### src/rtl/kms_pkg.sv
package kms_pkg;
  localparam int ROW_BITS = 4;
  localparam int COL_BITS = 3;
  localparam int CODE_W   = 8;

  typedef enum logic [1:0] {
    ST_SCAN   = 2'd0,
    ST_SETTLE = 2'd1,
    ST_HELD   = 2'd2
  } scan_state_t;

  // Pack an accepted key into its matrix address code.
  function automatic logic [CODE_W-1:0] pack_key(input logic [ROW_BITS-1:0] r,
                                                 input logic [COL_BITS-1:0] c);
    return {1'b0, r, c};
  endfunction

  // Next row in the scan order, wrapping at the last row.
  function automatic logic [ROW_BITS-1:0] step_row(input logic [ROW_BITS-1:0] r,
                                                   input int unsigned rows);
    if (32'(r) >= rows - 1) return '0;
    return r + 1'b1;
  endfunction
endpackage

### src/rtl/kms_row_seq.sv
module kms_row_seq
  import kms_pkg::*;
#(
  parameter int ROWS = 8
) (
  input  logic                clk,
  input  logic                rst_n,
  input  logic                advance,
  output logic [ROW_BITS-1:0] row_q
);
  always_ff @(posedge clk or negedge rst_n) begin
    if (!rst_n)       row_q <= '0;
    else if (advance) row_q <= step_row(row_q, ROWS);
  end
endmodule

### src/rtl/kms_col_pick.sv
module kms_col_pick
  import kms_pkg::*;
#(
  parameter int COLS = 8
) (
  input  logic [COLS-1:0]     sense,
  output logic                any_hit,
  output logic [COL_BITS-1:0] first_idx
);
  logic [COLS-1:0] lowest;

  // One-hot mask of the lowest closed column.
  generate
    for (genvar i = 0; i < COLS; i++) begin : g_low
      if (i == 0) begin : g_first
        assign lowest[i] = sense[i];
      end else begin : g_rest
        assign lowest[i] = sense[i] & ~(|sense[i-1:0]);
      end
    end
  endgenerate

  always_comb begin
    first_idx = '0;
    for (int k = 0; k < COLS; k++) begin
      if (lowest[k]) first_idx = first_idx | COL_BITS'(k);
    end
  end

  assign any_hit = |sense;
endmodule

### src/rtl/kms_debounce_fsm.sv
module kms_debounce_fsm
  import kms_pkg::*;
#(
  parameter int DEBOUNCE_TICKS = 12
) (
  input  logic        clk,
  input  logic        rst_n,
  input  logic        tick,
  input  logic        hit,
  input  logic        key_closed,
  output scan_state_t state,
  output logic        capture,
  output logic        advance,
  output logic        accept
);
  localparam int CNT_W = (DEBOUNCE_TICKS > 1) ? $clog2(DEBOUNCE_TICKS) : 1;
  localparam logic [CNT_W-1:0] CNT_INIT = CNT_W'(DEBOUNCE_TICKS - 1);

  scan_state_t      nxt;
  logic [CNT_W-1:0] cnt_q;
  logic             cnt_load, cnt_dec;

  always_comb begin
    nxt      = state;
    capture  = 1'b0;
    advance  = 1'b0;
    accept   = 1'b0;
    cnt_load = 1'b0;
    cnt_dec  = 1'b0;
    if (tick) begin
      unique case (state)
        ST_SCAN: begin
          if (hit) begin
            capture  = 1'b1;
            cnt_load = 1'b1;
            nxt      = ST_SETTLE;
          end else begin
            advance = 1'b1;
          end
        end
        ST_SETTLE: begin
          if (!key_closed) begin
            advance = 1'b1;
            nxt     = ST_SCAN;
          end else if (cnt_q == '0) begin
            accept = 1'b1;
            nxt    = ST_HELD;
          end else begin
            cnt_dec = 1'b1;
          end
        end
        ST_HELD: begin
          if (!key_closed) begin
            advance = 1'b1;
            nxt     = ST_SCAN;
          end
        end
        default: nxt = ST_SCAN;
      endcase
    end
  end

  always_ff @(posedge clk or negedge rst_n) begin
    if (!rst_n) begin
      state <= ST_SCAN;
      cnt_q <= '0;
    end else begin
      state <= nxt;
      if (cnt_load)     cnt_q <= CNT_INIT;
      else if (cnt_dec) cnt_q <= cnt_q - 1'b1;
    end
  end
endmodule

### src/rtl/kms_key_scanner.sv
module kms_key_scanner
  import kms_pkg::*;
#(
  parameter int ROWS           = 8,
  parameter int COLS           = 8,
  parameter int DEBOUNCE_TICKS = 12
) (
  input  logic            clk,
  input  logic            rst_n,
  input  logic            scan_tick,
  input  logic [COLS-1:0] col_sense,
  output logic [3:0]      row_sel,
  output logic [7:0]      key_code,
  output logic            key_push
);
  scan_state_t         state;
  logic                col_hit;
  logic [COL_BITS-1:0] col_first;
  logic [COL_BITS-1:0] col_q;
  logic                key_closed;
  logic                capture_evt, advance_evt, accept_evt;
  logic                scan_active;

  kms_row_seq #(.ROWS(ROWS)) u_rows (
    .clk     (clk),
    .rst_n   (rst_n),
    .advance (advance_evt),
    .row_q   (row_sel)
  );

  kms_col_pick #(.COLS(COLS)) u_pick (
    .sense     (col_sense),
    .any_hit   (col_hit),
    .first_idx (col_first)
  );

  assign key_closed  = col_sense[col_q];
  assign scan_active = (state == ST_SCAN);

  kms_debounce_fsm #(.DEBOUNCE_TICKS(DEBOUNCE_TICKS)) u_fsm (
    .clk        (clk),
    .rst_n      (rst_n),
    .tick       (scan_tick),
    .hit        (col_hit),
    .key_closed (key_closed),
    .state      (state),
    .capture    (capture_evt),
    .advance    (advance_evt),
    .accept     (accept_evt)
  );

  always_ff @(posedge clk or negedge rst_n) begin
    if (!rst_n) begin
      col_q    <= '0;
      key_code <= '0;
      key_push <= 1'b0;
    end else begin
      key_push <= accept_evt;
      if (capture_evt) col_q    <= col_first;
      if (accept_evt)  key_code <= pack_key(row_sel, col_q);
    end
  end
endmodule

### config.mk
export PLATFORM = sky130hd
export DESIGN_NAME = kms_key_scanner
export DESIGN_NICKNAME = d
export VERILOG_FILES = /design/src/rtl/kms_pkg.sv /design/src/rtl/kms_row_seq.sv /design/src/rtl/kms_col_pick.sv /design/src/rtl/kms_debounce_fsm.sv /design/src/rtl/kms_key_scanner.sv
export SDC_FILE = /design/constraint.sdc
export NUM_CORES = 1
export LEC_CHECK = 0
export BUFFER_PORTS_ARGS = -buffer_cell sky130_fd_sc_hd__buf_2
export CAP_MARGIN = 5
export CORE_UTILIZATION = 45
export CTS_CLUSTER_DIAMETER = 120
export DETAILED_ROUTE_END_ITERATION = 12
export PLACE_DENSITY = 0.79
export SLEW_MARGIN = 20
export SYNTH_ARGS = -nofsm -noshare
export SYNTH_HDL_FRONTEND = slang
export SYNTH_HIERARCHICAL = 1
export SYNTH_SLANG_ARGS = --single-unit
### constraint.sdc
create_clock -name clk -period 5.65 [get_ports clk]
set_clock_uncertainty 0.2 [all_clocks]
set_input_delay 1.13 -clock clk [delete_from_list [all_inputs] [get_ports clk]]
set_output_delay 1.13 -clock clk [all_outputs]
set_load 0.01 [all_outputs]
# Word level (Yosys, flattened, before mapping)
# Cells that the tools add are included.
# totals
register_bits	21
wordCells	76
# op_classes
n_addsub	2
n_lt_le_gt_ge	2
eq_ne	5
n_mux	35
bitwise	14
n_reduce_logical	12
# op_table
operator	count
1-bit 2-to-1 mux	18
4-bit 2-to-1 mux	4
2-bit 2-to-1 mux	6
3-bit 2-to-1 mux	4
8-bit OR reduction	1
1-bit bitwise AND	7
1-bit inverter	7
7-bit OR reduction	1
2-bit one-hot mux with 3 select lines	1
6-bit OR reduction	1
5-bit OR reduction	1
4-bit by 1-bit adder with 4-bit output, second input constant	1
4-bit by 3-bit greater-or-equal comparator with 1-bit output, second input constant	1
4-bit logical NOT	1
3-bit by 4-bit less-than comparator with 1-bit output, second input constant	1
2-bit inequality test, second input constant	2
4-bit AND reduction	1
2-bit OR reduction	2
4-bit OR reduction	1
4-bit by 1-bit subtractor with 4-bit output, second input constant	1
1-bit binary-select mux with 3-bit select	1
3-bit inequality test, second input constant	1
3-bit OR reduction	1
2-bit by 1-bit equality test with 1-bit output, second input constant	1
other kinds (4)	4

# Longest topological paths before layout
# depth
word_depth	9
ltp_mapped	7
mapped_depth_nobuf	7

# Modules after synthesis
# The synthesis kept the hierarchy.
# by_module_without_submodules
mod	n_inst	cells_each	area_each_um2	seq_area_each_um2
kms_key_scanner	1	27	466.7	275.3
kms_debounce_fsm	1	46	444.2	150.1
kms_row_seq	1	19	200.2	100.1
kms_col_pick	1	14	81.3	0.0

# Worst setup path before layout
# Ideal clock, no wire load.
# synth_timing
path_type	input to register
start	in col_sense[3]
end	reg key_code[0]
setup_ps	125
arrival_ps	2498
slack_ps	2827
stages	6
n_path_buf	1
path_cell_list	mux4_1 > mux2_2 > nand3_2 > nor2_1 > clkbuf_1 > mux2_2
# synth_between
elab_chain_len	5
# synth_rtl
item	line_no	rtl
start, declared	kms_key_scanner.sv:11	input logic [COLS-1:0] col_sense,
1-bit binary-select mux with 3-bit select	kms_key_scanner.sv:37	assign key_closed = col_sense[col_q];
1-bit 2-to-1 mux (not written as such)	kms_key_scanner.sv:37	
via key_closed	kms_key_scanner.sv:20	logic key_closed;
1-bit 2-to-1 mux	kms_debounce_fsm.sv:42	if (!key_closed) begin
1-bit 2-to-1 mux	kms_debounce_fsm.sv:31	unique case (state)
1-bit 2-to-1 mux	kms_debounce_fsm.sv:30	if (tick) begin
via accept_evt	kms_key_scanner.sv:21	logic capture_evt, advance_evt, accept_evt;
end signal, assigned	kms_key_scanner.sv:60	if (accept_evt) key_code <= pack_key(row_sel, col_q);
end, declared	kms_key_scanner.sv:13	output logic [7:0] key_code,
# The timed path passes the listed nets, and every way through them passes these cells. The select of a mux whose other input is x is not followed.
# A chain may end at the register's enable or synchronous reset.

# Worst setup path after layout
# layout_timing
start	in col_sense[0]
end	reg u_rows.row_q[3]
# layout_between
elab_chain_len	5
elab_cells_between_ends	7
cone_classes	mux: 6; reduce/logical: 1
# layout_rtl
item	line_no	rtl
1-bit binary-select mux with 3-bit select	kms_key_scanner.sv:37	
1-bit 2-to-1 mux (not written as such)	kms_key_scanner.sv:37	
via key_closed	kms_key_scanner.sv:20	
1-bit 2-to-1 mux	kms_debounce_fsm.sv:42, kms_debounce_fsm.sv:53	
1-bit one-hot mux with 2 select lines	kms_debounce_fsm.sv:31	
1-bit 2-to-1 mux	kms_debounce_fsm.sv:30	
via advance_evt	kms_key_scanner.sv:21	
end signal, assigned	kms_row_seq.sv:13	else if (advance) row_q <= step_row(row_q, ROWS);
end, declared	kms_row_seq.sv:9	output logic [ROW_BITS-1:0] row_q
# The timed path passes the listed nets, and every way through them passes these cells. The select of a mux whose other input is x is not followed.

==> impl_metrics.yaml <==
synth:
  ys_seq_area_frac: 0.441
  mappedNetlistArea_um2: 1190
  synthesis.area_per_instance_um2: 11.2
  synth_warnings: 6
  synth-seq-cells: 21
  synth_nets: 125
  netlist-cell-type-count: 35
  synthCells: 106
clock_tree:
  post_cts_hold_buffer_count: 0
  max-clock-path-buffers: 2
  clock_latency_ns: 0.31
  cts-root-buf: "sky130_fd_sc_hd__clkbuf_4"
  cts_buf_count: 3
  cts.repair_timing.setup_buffer_count: 0
  cts_h_tree_depth: 1
  numClockSinks: 21
  clk_transition_reported_paths_ns: 0.11
  tritoncts: "built"
  cts-resized-gates: 0
pwr:
  p_sw_frac: 0.358
  power.share.sequential: 0.485
  p_leak_nw: 0.672
  worst_ir_drop_vdd_mv: 0.140
  switching_power_w: 0.000150
  powerDensity_nw_per_um2: 309
  p_clk_frac: 0.176
  power.share.combinational: 0.339
  internal_power_w: 0.000269
grt:
  grt_max_degree: 22
  gr-total-overflow: 0
  grt_pass1_vias: 904
  grt_antenna_before_repair: 0
  grt_first_pass_wirelength_um: 3800
  total_track_usage: 0.187
worst_setup_path:
  cpLargestDelayFamily: "multiplexers"
  cpPeakStageDelay_ns: 0.48
  worstPathBufferInverterCount: 1
  crit_path_start_kind: "input port"
  worst-setup-path-type: "input port to flip-flop"
  arrival_ns: 2.83
  crit_slowest_cell: "sky130_fd_sc_hd__mux4_1"
  critical_path_cell_list: "buf_2 > mux4_1 > mux2_2 > o21ai_0 > and3b_1 > nand4b_1 > o22ai_1"
  timing.critical_path.fanout_max: 8
  setup.worst_path.end_class: "flip-flop"
  critPathRequiredTime_ns: 5.69
layout:
  antennaDiodeCount: 0
  post_route_cells_drive_above_1_share: 0.323
  syn2layout_area_growth_pct: 13.7
  final_net_count: 150
  fill_cells: 235
  final_common_cell: "sky130_fd_sc_hd__buf_2"
  mostFrequentLayoutCells: "22 x sky130_fd_sc_hd__buf_2, 21 x sky130_fd_sc_hd__dfrtp_1, 12 x sky130_fd_sc_hd__mux2_2"
drt:
  detail_route.vias_per_cell: 5.63
  drt_first_pass_iters: 4
  postRouteAntennaNets: 0
  total_routed_wirelength_um: 2310
  avgRoutedWirePerCell_um: 14.5
  detail_route.iter0.violations: 10
  drt_drc: 0
  dr_total_vias: 901
timing:
  rsz0062_at_grt: "no"
  finalSetupViolCount: 0
  tightest_pin_transition_ns: 0.631
  summed_negative_setup_slack_over_all_endpoints_ns: 0
  layout_worst_path_cycle_share: 0.493
  slew_headroom: 0.578
  final.hold.worst_slack_ns: 0.323
  final-max-slew-violation-count: 0
  max_fclk_mhz: 359
  period_minus_slack_ns: 2.79
  finalHoldViolCount: 0
job:
  cap_viol_max_count: 0
placed_design:
  globalplace.congestion: 0.788
  place.port_buffers: 22
  detailedPlacementHpwl_um: 1800
worst_hold_path:
  hold_path_class: "flip-flop to flip-flop"
floorplanning:
  floorplan.die_area_um2: 2860
  die_w_um: 53.5
  placement_rows: 18
  floorplan.initialDensity: 0.477
  placeableCoreArea_um2: 2500
  floorplan.die.height_um: 53.5
  pin_count: 24
outcome:
  run_status: "completed"
layer usage:
metal	wire length [um]	share of wire	track usage	vias up
met5	0	0	0	-
met4	47	0.020	0.0921	0
met3	47	0.020	0.00862	5
met2	1290	0.56	0.358	21
met1	933	0.40	0.205	442
li1	-	-	-	433
sequential cells by signal, indices dropped and copies added (netlist names):
register and count:
col_q 3, key_code 7, u_fsm/cnt_q 4, u_fsm/state 2, u_rows/row_q 4, key_push 1
stage by stage:
step	worst slack (ns)	utilization	cell area [um2]	power [W]	cells
final	2.86	0.543	1360	0.000419	160
after detailed placement	2.55	0.532	1330	0.000349	156
after CTS	2.88	0.543	1360	0.000423	160
after global placement	2.60	0.532	1330	0.000338	156
after global routing	2.78	0.543	1360	0.000449	160
after floorplan	2.83	-	1190	0.000302	106
cells by family (layout without fill, tap and decap cells):
group / count (synthesis) / count (layout) / synth area share
AO/OA/AOI/OAI: 20 / 20 / 0.113
adder cells (fa/ha/maj): 8 / 8 / 0.0839
buffers and inverters: 13 / 37 / 0.0441
flip-flops: 21 / 21 / 0.441
multiplexers: 14 / 14 / 0.157
other: 1 / 1 / 0.00314
AND/OR/NAND/NOR: 29 / 29 / 0.157
power by group through the flow:
stage,registers [W],logic [W],clock network (W)
floorplan,0.000203,0.0000991,0
global route,0.000208,0.000160,0.0000807
CTS,0.000203,0.000143,0.0000764
global placement,0.000205,0.000133,0
finish,0.000203,0.000142,0.0000740
detailed placement,0.000206,0.000143,0
cell usage after synthesis:
cell type	number	area [um2]
sky130_fd_sc_hd__dfrtp_1	21	526
sky130_fd_sc_hd__mux2_2	12	135
sky130_fd_sc_hd__inv_1	11	41.3
sky130_fd_sc_hd__ha_1	8	100
sky130_fd_sc_hd__nand2b_1	5	31.3
sky130_fd_sc_hd__nor2_1	5	18.8
sky130_fd_sc_hd__nand2_1	4	15.0
sky130_fd_sc_hd__o21ai_0	4	20.0
sky130_fd_sc_hd__a21oi_1	3	15.0
sky130_fd_sc_hd__a211oi_1	2	15.0
sky130_fd_sc_hd__a41oi_1	2	17.5
sky130_fd_sc_hd__mux4_1	2	52.6
sky130_fd_sc_hd__nand3_1	2	10.0
sky130_fd_sc_hd__nor2b_1	2	12.5
sky130_fd_sc_hd__o22ai_1	2	12.5
sky130_fd_sc_hd__or4_1	2	15.0
sky130_fd_sc_hd__a21o_1	1	7.51
sky130_fd_sc_hd__a22oi_1	1	7.51
sky130_fd_sc_hd__a32oi_1	1	8.76
sky130_fd_sc_hd__and3b_1	1	8.76
sky130_fd_sc_hd__buf_4	1	7.51
sky130_fd_sc_hd__clkbuf_1	1	3.75
sky130_fd_sc_hd__conb_1	1	3.75
sky130_fd_sc_hd__nand3_2	1	10.0
sky130_fd_sc_hd__nand4b_1	1	8.76
sky130_fd_sc_hd__nand4bb_1	1	11.3
sky130_fd_sc_hd__nor3b_2	1	12.5
sky130_fd_sc_hd__nor4_1	1	6.26
sky130_fd_sc_hd__nor4_2	1	12.5
sky130_fd_sc_hd__o2111ai_1	1	8.76
sky130_fd_sc_hd__o21ai_1	1	5.00
sky130_fd_sc_hd__o221ai_1	1	8.76
sky130_fd_sc_hd__o41ai_1	1	8.76
sky130_fd_sc_hd__or3_1	1	6.26
sky130_fd_sc_hd__or3b_2	1	8.76
final timing paths:
kind                                                to  cells past startpoint                  startpoint  slack [ns]
max in group asynchronous  u_rows/row_q[3]$_DFFE_PN0P_                      1                       rst_n        4.39
max reg2reg                    key_code[2]$_DFFE_PN0P_                      5  u_fsm/cnt_q[0]$_DFFE_PN0P_        3.27
min                            key_code[6]$_DFFE_PN0P_                      1     key_code[6]$_DFFE_PN0P_        0.32
min in group asynchronous  u_rows/row_q[0]$_DFFE_PN0P_                      1                       rst_n        0.55
max                        u_rows/row_q[3]$_DFFE_PN0P_                      7                col_sense[0]        2.86
min reg2reg                    key_code[6]$_DFFE_PN0P_                      1     key_code[6]$_DFFE_PN0P_        0.32
area by class of cell:
class / instances / area [um2] / share of cell area
Tap cell: 30 / 37.5 / 0.0277
Multi-Input combinational cell: 72 / 614 / 0.453
Sequential cell: 21 / 526 / 0.387
Clock buffer: 3 / 22.5 / 0.0166
Timing Repair Buffer: 22 / 110 / 0.0812
Inverter: 11 / 41.3 / 0.0304
Clock inverter: 1 / 5.00 / 0.00369
(Power assumes the default switching activity.)
